$ cat config.mk
export PLATFORM = sky130hd
export DESIGN_NAME = dual_cmp_timer
export DESIGN_NICKNAME = d
export VERILOG_FILES = /design/src/rtl/tmr_pkg.sv /design/src/rtl/tmr_prescaler.sv /design/src/rtl/tmr_counter.sv /design/src/rtl/tmr_cmp_chan.sv /design/src/rtl/dual_cmp_timer.sv
export SDC_FILE = /design/constraint.sdc
export NUM_CORES = 1
export LEC_CHECK = 0
export ABC_AREA = 1
export CAP_MARGIN = 40
export CORE_ASPECT_RATIO = 2
export CORE_MARGIN = 2
export CORE_UTILIZATION = 51
export DETAILED_ROUTE_END_ITERATION = 6
export PLACE_DENSITY = 0.85
export SETUP_SLACK_MARGIN = 0.3
export SLEW_MARGIN = 0
export SYNTH_ARGS = -nofsm -noshare
export SYNTH_HDL_FRONTEND = slang
export SYNTH_SLANG_ARGS = --single-unit
$ cat constraint.sdc
create_clock -name clk -period 1.81 [get_ports clk]
set_input_delay 0.362 -clock clk [delete_from_list [all_inputs] [get_ports clk]]
set_output_delay 0.362 -clock clk [all_outputs]
set_load 0.05 [all_outputs]
$ cat src/rtl/tmr_pkg.sv
package tmr_pkg;

    localparam int CNT_W  = 8;
    localparam int PRE_W  = 10;
    localparam int NCHAN  = 2;
    localparam int NFLAG  = NCHAN + 1;
    localparam logic [CNT_W-1:0] CNT_MAX = '1;

    // register addresses
    localparam logic [2:0] ADR_CTRL_A = 3'd0;
    localparam logic [2:0] ADR_CTRL_B = 3'd1;
    localparam logic [2:0] ADR_COUNT  = 3'd2;
    localparam logic [2:0] ADR_CMP_A  = 3'd3;
    localparam logic [2:0] ADR_CMP_B  = 3'd4;
    localparam logic [2:0] ADR_IEN    = 3'd5;
    localparam logic [2:0] ADR_FLAGS  = 3'd6;

    typedef enum logic [1:0] {
        CM_FREE    = 2'd0,
        CM_CLR_CMP = 2'd1,
        CM_FASTPWM = 2'd2
    } cnt_mode_e;

    typedef enum logic [1:0] {
        OM_OFF    = 2'd0,
        OM_TOGGLE = 2'd1,
        OM_CLEAR  = 2'd2,
        OM_SET    = 2'd3
    } out_mode_e;

    typedef struct packed {
        logic [1:0] om_a;
        logic [1:0] om_b;
        logic [2:0] wave;
        logic [2:0] clk_sel;
    } ctrl_t;

    function automatic cnt_mode_e decode_mode(input logic [2:0] w);
        case (w)
            3'd2:    return CM_CLR_CMP;
            3'd3:    return CM_FASTPWM;
            default: return CM_FREE;
        endcase
    endfunction

    function automatic logic sel_active(input logic [2:0] cs);
        return (cs >= 3'd1) && (cs <= 3'd5);
    endfunction

    // low prescaler bits that must all be ones for a tick
    function automatic logic [PRE_W-1:0] sel_mask(input logic [2:0] cs);
        case (cs)
            3'd2:    return PRE_W'((1 << 3) - 1);
            3'd3:    return PRE_W'((1 << 6) - 1);
            3'd4:    return PRE_W'((1 << 8) - 1);
            3'd5:    return PRE_W'((1 << 10) - 1);
            default: return '0;
        endcase
    endfunction

endpackage

$ cat src/rtl/tmr_prescaler.sv
module tmr_prescaler
    import tmr_pkg::*;
#(
    parameter int PW = PRE_W
) (
    input  logic       clk,
    input  logic       rst,
    input  logic [2:0] clk_sel,
    output logic       tick
);
    logic [PW-1:0] pre_q;
    logic [PW-1:0] mask;

    always_ff @(posedge clk) begin
        if (rst) pre_q <= '0;
        else     pre_q <= pre_q + 1'b1;
    end

    always_comb begin
        mask = PW'(sel_mask(clk_sel));
        tick = sel_active(clk_sel) && ((pre_q & mask) == mask);
    end

    // any divider above one leaves a gap after each tick
    AST_TICK_SPACING: assert property (@(posedge clk) disable iff (rst)
        (tick && clk_sel >= 3'd2 && clk_sel <= 3'd5)
        |=> (!tick || clk_sel == 3'd1));

endmodule

$ cat src/rtl/tmr_counter.sv
module tmr_counter
    import tmr_pkg::*;
#(
    parameter int W = CNT_W
) (
    input  logic         clk,
    input  logic         rst,
    input  logic         tick,
    input  cnt_mode_e    mode,
    input  logic [W-1:0] cmp_a,
    input  logic         host_wr,
    input  logic [W-1:0] host_data,
    output logic [W-1:0] cnt,
    output logic         ovf_evt,
    output logic         bottom_evt
);
    localparam logic [W-1:0] TOP_FIXED = '1;

    logic         at_top;
    logic [W-1:0] cnt_d;

    always_comb begin
        at_top     = (mode == CM_CLR_CMP) ? (cnt == cmp_a) : (cnt == TOP_FIXED);
        bottom_evt = tick && at_top;
        ovf_evt    = tick && (cnt == TOP_FIXED);
        if (host_wr)         cnt_d = host_data;
        else if (bottom_evt) cnt_d = '0;
        else if (tick)       cnt_d = cnt + 1'b1;
        else                 cnt_d = cnt;
    end

    always_ff @(posedge clk) begin
        if (rst) cnt <= '0;
        else     cnt <= cnt_d;
    end

    AST_HOST_WRITE_WINS: assert property (@(posedge clk) disable iff (rst)
        host_wr |=> (cnt == $past(host_data)));

    AST_IDLE_HOLDS: assert property (@(posedge clk) disable iff (rst)
        (!tick && !host_wr) |=> $stable(cnt));

    AST_CLR_CMP_WRAP: assert property (@(posedge clk) disable iff (rst)
        (mode == CM_CLR_CMP && tick && cnt == cmp_a && !host_wr) |=> (cnt == '0));

endmodule

$ cat src/rtl/tmr_cmp_chan.sv
module tmr_cmp_chan
    import tmr_pkg::*;
#(
    parameter int W = CNT_W
) (
    input  logic         clk,
    input  logic         rst,
    input  logic         tick,
    input  logic [W-1:0] cnt,
    input  logic [W-1:0] cmp,
    input  cnt_mode_e    mode,
    input  out_mode_e    om,
    input  logic         force_now,
    input  logic         bottom,
    output logic         hit,
    output logic         wave
);
    logic pwm;
    logic act;
    logic oc_q;
    logic oc_d;

    always_comb begin
        pwm  = (mode == CM_FASTPWM);
        hit  = tick && (cnt == cmp);
        act  = hit || force_now;
        oc_d = oc_q;
        if (pwm) begin
            // bottom action wins over a match on the same tick
            case (om)
                OM_CLEAR: if (bottom) oc_d = 1'b1; else if (act) oc_d = 1'b0;
                OM_SET:   if (bottom) oc_d = 1'b0; else if (act) oc_d = 1'b1;
                default:  oc_d = oc_q;
            endcase
        end else if (act) begin
            case (om)
                OM_TOGGLE: oc_d = !oc_q;
                OM_CLEAR:  oc_d = 1'b0;
                OM_SET:    oc_d = 1'b1;
                default:   oc_d = oc_q;
            endcase
        end
        wave = (om == OM_OFF || (pwm && om == OM_TOGGLE)) ? 1'b0 : oc_q;
    end

    always_ff @(posedge clk) begin
        if (rst) oc_q <= 1'b0;
        else     oc_q <= oc_d;
    end

    AST_PWM_BOTTOM_SET: assert property (@(posedge clk) disable iff (rst)
        (pwm && om == OM_CLEAR && bottom)
        |=> (wave || om != OM_CLEAR || mode != CM_FASTPWM));

    AST_SET_ON_MATCH: assert property (@(posedge clk) disable iff (rst)
        (!pwm && om == OM_SET && act)
        |=> (wave || om != OM_SET));

endmodule

$ cat src/rtl/dual_cmp_timer.sv
module dual_cmp_timer
    import tmr_pkg::*;
(
    input  logic       clk,
    input  logic       rst,
    input  logic       reg_wr,
    input  logic [2:0] reg_addr,
    input  logic [7:0] reg_wdata,
    output logic [7:0] reg_rdata,
    input  logic [2:0] irq_ack,
    output logic [2:0] irq_req,
    output logic       wave_a,
    output logic       wave_b
);
    ctrl_t            ctrl_q;
    logic [CNT_W-1:0] cmp_q  [NCHAN];
    logic [NFLAG-1:0] ien_q;
    logic [NFLAG-1:0] flag_q;
    logic [NFLAG-1:0] flag_clr;
    logic [NFLAG-1:0] flag_set;

    logic             tick;
    cnt_mode_e        mode;
    logic [CNT_W-1:0] cnt;
    logic             ovf_evt;
    logic             bottom_evt;
    logic             wr_cnt;
    logic             wr_ctrl_b;
    out_mode_e        om     [NCHAN];
    logic             force_s[NCHAN];
    logic             hit    [NCHAN];
    logic             wave   [NCHAN];

    always_comb begin
        mode       = decode_mode(ctrl_q.wave);
        wr_cnt     = reg_wr && (reg_addr == ADR_COUNT);
        wr_ctrl_b  = reg_wr && (reg_addr == ADR_CTRL_B);
        om[0]      = out_mode_e'(ctrl_q.om_a);
        om[1]      = out_mode_e'(ctrl_q.om_b);
        force_s[0] = wr_ctrl_b && reg_wdata[7];
        force_s[1] = wr_ctrl_b && reg_wdata[6];
    end

    // host register file
    always_ff @(posedge clk) begin
        if (rst) begin
            ctrl_q   <= '0;
            cmp_q[0] <= '0;
            cmp_q[1] <= '0;
            ien_q    <= '0;
        end else if (reg_wr) begin
            case (reg_addr)
                ADR_CTRL_A: begin
                    ctrl_q.om_a      <= reg_wdata[7:6];
                    ctrl_q.om_b      <= reg_wdata[5:4];
                    ctrl_q.wave[1:0] <= reg_wdata[1:0];
                end
                ADR_CTRL_B: begin
                    ctrl_q.wave[2] <= reg_wdata[3];
                    ctrl_q.clk_sel <= reg_wdata[2:0];
                end
                ADR_CMP_A: cmp_q[0] <= reg_wdata;
                ADR_CMP_B: cmp_q[1] <= reg_wdata;
                ADR_IEN:   ien_q    <= reg_wdata[NFLAG-1:0];
                default: ;
            endcase
        end
    end

    tmr_prescaler u_pre (
        .clk     (clk),
        .rst     (rst),
        .clk_sel (ctrl_q.clk_sel),
        .tick    (tick)
    );

    tmr_counter u_cnt (
        .clk        (clk),
        .rst        (rst),
        .tick       (tick),
        .mode       (mode),
        .cmp_a      (cmp_q[0]),
        .host_wr    (wr_cnt),
        .host_data  (reg_wdata),
        .cnt        (cnt),
        .ovf_evt    (ovf_evt),
        .bottom_evt (bottom_evt)
    );

    for (genvar i = 0; i < NCHAN; i++) begin : g_chan
        tmr_cmp_chan u_chan (
            .clk       (clk),
            .rst       (rst),
            .tick      (tick),
            .cnt       (cnt),
            .cmp       (cmp_q[i]),
            .mode      (mode),
            .om        (om[i]),
            .force_now (force_s[i]),
            .bottom    (bottom_evt),
            .hit       (hit[i]),
            .wave      (wave[i])
        );
    end

    // flags: a set event wins over a clear in the same cycle
    always_comb begin
        flag_set = {hit[1], hit[0], ovf_evt};
        flag_clr = irq_ack;
        if (reg_wr && reg_addr == ADR_FLAGS)
            flag_clr = flag_clr | reg_wdata[NFLAG-1:0];
    end

    always_ff @(posedge clk) begin
        if (rst) flag_q <= '0;
        else     flag_q <= (flag_q & ~flag_clr) | flag_set;
    end

    always_comb begin
        irq_req = flag_q & ien_q;
        wave_a  = wave[0];
        wave_b  = wave[1];
        case (reg_addr)
            ADR_CTRL_A: reg_rdata = {ctrl_q.om_a, ctrl_q.om_b, 2'b00, ctrl_q.wave[1:0]};
            ADR_CTRL_B: reg_rdata = {4'b0000, ctrl_q.wave[2], ctrl_q.clk_sel};
            ADR_COUNT:  reg_rdata = cnt;
            ADR_CMP_A:  reg_rdata = cmp_q[0];
            ADR_CMP_B:  reg_rdata = cmp_q[1];
            ADR_IEN:    reg_rdata = {{(8-NFLAG){1'b0}}, ien_q};
            ADR_FLAGS:  reg_rdata = {{(8-NFLAG){1'b0}}, flag_q};
            default:    reg_rdata = '0;
        endcase
    end

    AST_FLAG_A_LATE: assert property (@(posedge clk) disable iff (rst)
        $rose(flag_q[1]) |-> $past(tick && cnt == cmp_q[0]));

    AST_FLAG_B_LATE: assert property (@(posedge clk) disable iff (rst)
        $rose(flag_q[2]) |-> $past(tick && cnt == cmp_q[1]));

    AST_WRITE_ZERO_KEEPS: assert property (@(posedge clk) disable iff (rst)
        (reg_wr && reg_addr == ADR_FLAGS && !reg_wdata[2] && !irq_ack[2] && flag_q[2])
        |=> flag_q[2]);

    AST_ACK_CLEARS: assert property (@(posedge clk) disable iff (rst)
        (irq_ack[0] && !ovf_evt) |=> !flag_q[0]);

endmodule

==> impl_metrics.py <==
metrics = {
    "critical_path": {
        "crit_path_max_fanout": 2,
        "crit_path_end_kind": "output port",
        "cp-start-kind": "flop",
        "path_cells": "inv_2, o221ai_2, a221oi_2, o21ai_2, buf_12",
        "cpLargestDelayFamily": "compound AO/OA/AOI/OAI gates",
        "slowest_delay_ps": 460,
        "path_class": "flop to output port",
        "cp_num_buf_inv": 2,
        "cp.arrival_ps": 1630,
        "critPathSlowestCell": "edfxtp_1",
        "critical_path_required_ps": 1450,
    },
    "yosys": {
        "yosys.area.top_type": "dfxtp_1",
        "synth_nets": 418,
        "avgSynthCellArea_um2": 7.256,
        "async_flop_share_pct": 0,
        "synth-warning-count": 0,
        "synth.area.top_cells": "dfxtp_1, edfxtp_1, nand2_1",
        "synth-edff-count": 16,
        "yosysSeqAreaShare_pct": 41.59,
        "synth_cells": 398,
        "synth_top_area_share_pct": 24.96,
        "synth.distinct_cells": 38,
        "synth_ff_type": "dfxtp_1",
        "netlist_top_cells_count": "nand2_1, inv_1, nor2_1",
        "syn_area_um2": 2888,
        "synthMostInstantiatedCell": "nand2_1",
        "ys_seq_elements": 52,
    },
    "cts": {
        "cts_buffers": 5,
        "cts_root_buf": "clkbuf_8",
        "clkTransAtPathRegs_ps": 110,
        "clock_sinks": 52,
        "max-clock-path-buffers": 2,
        "cts_tree": "done",
        "clk_latency_ps": 330,
        "htreeDepth": 2,
    },
    "timing": {
        "drv_slew": 0,
        "worstMarginPinSlew_ps": 370.7,
        "fmax_ghz": 0.5026,
        "holdWs_ps": 438.1,
        "skew_ps": 11.07,
        "slew_headroom_pct": 75.23,
        "finalHoldViolCount": 0,
        "fin_ws_ps": -179.7,
        "final-setup-viol-count": 7,
        "period_share_pct": 109.9,
        "rsz0062_at_grt": "true",
        "min_period_ps": 1990,
    },
    "outcome": {
        "violations": "setup timing",
        "status": "finished, violations left",
    },
    "floorplan": {
        "rows": 38,
        "die_area_um2": 6317,
        "boundaryPins": 30,
        "die_w_um": 57.21,
        "coreArea_um2": 5468,
        "die_y_um": 110.4,
        "start_util_pct": 52.81,
    },
    "route": {
        "drt-pass1-iter-count": 5,
        "drt-total-wl_mm": 12.09,
        "wl_per_cell_um": 21.78,
        "vias_per_cell": 6.386,
        "drtAntennaViolNets": 0,
        "via_count": 3544,
        "drt_iter0_drc": 300,
        "drcViolationCount": 0,
    },
    "place": {
        "numPortBuffers": 29,
        "routabilityCongestion": 0.9133,
        "dp_hpwl_mm": 6.763,
        "postPlaceCellArea_um2": 3701,
    },
    "finish": {
        "final_nets": 514,
        "fin_area_um2": 4539,
        "drive_above_1_share_pct": 42.42,
        "fill_cells": 264,
        "multi_input_area_um2": 1853,
        "area_growth_pct": 57.19,
        "fin_util_pct": 83.02,
        "diodes": 0,
        "register_area_um2": 1242,
    },
    "job": {
        "drv_cap": 0,
    },
    "power": {
        "p_per_area_nw_per_um2": 590.3,
        "power_uw": 2680,
        "peakVddDrop_mv": 0.6872,
        "power_leakage_uw": 0.001937,
    },
    "grt": {
        "grt_pass1_vias": 3486,
        "grt_use_total_pct": 34.77,
        "grt_pass1_wl_mm": 16.81,
        "grt_max_degree": 20,
        "antenna_found_initial": 0,
        "gr-total-overflow": 0,
    },
    "worst_hold_path": {
        "worstHoldPathType": "flop to flop",
    },
}
## layer usage
layer	GRT usage (%)	share of wire [%]
met2	62.61	51
met3	5.621	7.3
met5	0	0
met4	26.51	10
met1	33.11	31
## what timing repair did
| action | in CTS | in global routing |
|---|---|---|
| pin swaps | 31 | 22 |
| setup buffers | 14 | 14 |
| endpoints found under the setup margin | 64 | 41 |
| resized for setup | 110 | 59 |
| endpoints found under the hold margin | 0 | 0 |
| cloned | 0 | 0 |
| hold buffers | 0 | 0 |
## final cells by class
class | instances | share of cell area (%)
Clock inverter | 3 | 0.5788
Multi-Input combinational cell | 277 | 40.82
Clock buffer | 5 | 1.516
Sequential cell | 52 | 27.37
Tap cell | 60 | 1.654
Inverter | 61 | 6.257
Timing Repair Buffer | 97 | 21.80
## sequential cells by signal, indices dropped and copies added, names as in the netlist
signal,flops
cmp_q,16
u_pre.pre_q,10
ien_q,3
flag_q,3
g_chan.u_chan.oc_q,2
u_cnt.cnt,8
ctrl_q,10
## logic make-up (layout without fill, tap and decap cells)
| kind of cell | Yosys count | in the layout | synth area share (%) |
|---|---|---|---|
| AO/OA/AOI/OAI | 79 | 79 | 16.72 |
| XOR/XNOR | 10 | 10 | 3.033 |
| adder cells (fa/ha/maj) | 3 | 3 | 1.300 |
| buffers and inverters | 69 | 166 | 9.575 |
| flip-flops | 52 | 52 | 41.59 |
| AND/OR/NAND/NOR | 185 | 185 | 27.77 |
## layout by cell type (no fill, tap or decap), types with 4 or more instances in the layout
cell type,instances
nand2_1,88
buf_4,52
inv_1,39
nor2_1,33
a21oi_1,24
buf_6,19
o21ai_0,16
edfxtp_1,16
dfxtp_2,15
dfxtp_1,15
clkdlybuf4s50_1,13
buf_12,12
nand2_4,11
nand2_2,11
inv_2,11
a31oi_1,11
nor2_4,8
inv_4,7
nor2_2,7
nand3_1,7
dfxtp_4,6
nor3_4,5
clkbuf_8,5
o2111ai_4,4
xnor2_1,4
nand3b_1,4
xor2_1,4
## path summary, 6_finish.rpt
| path | from | to | slack (ps) | cells after the start |
|---|---|---|---|---|
| worst min register to register | u_pre.pre_q[0] | u_pre.pre_q[0] | 440 | 1 |
| worst max-delay path | cmp_q[0][10] | reg_rdata[2] | -180 | 5 |
| worst min-delay path | u_pre.pre_q[0] | u_pre.pre_q[0] | 440 | 1 |
| worst max register to register | cmp_q[0][3] | g_chan[1].u_chan.oc_q | -150 | 13 |
## through the flow
step | worst slack [ps] | TNS (ps) | cells
2_1_floorplan | 29.78 | 0 | 398
3_3_place_gp | -448.5 | -13880 | 519
3_5_place_dp | -516.3 | -17410 | 519
4_1_cts | -60.05 | -149.9 | 541
5_1_grt | -357.0 | -1635 | 555
6_report | -179.7 | -637.5 | 555
## power breakdown
part | switching [uW] | leakage, uW | internal [uW]
combinational | 354 | 0.00143 | 275
sequential | 61.5 | 0.000458 | 1250
clock | 457 | 0.0000487 | 283
Note: power is estimated with default switching activity, not from simulation.
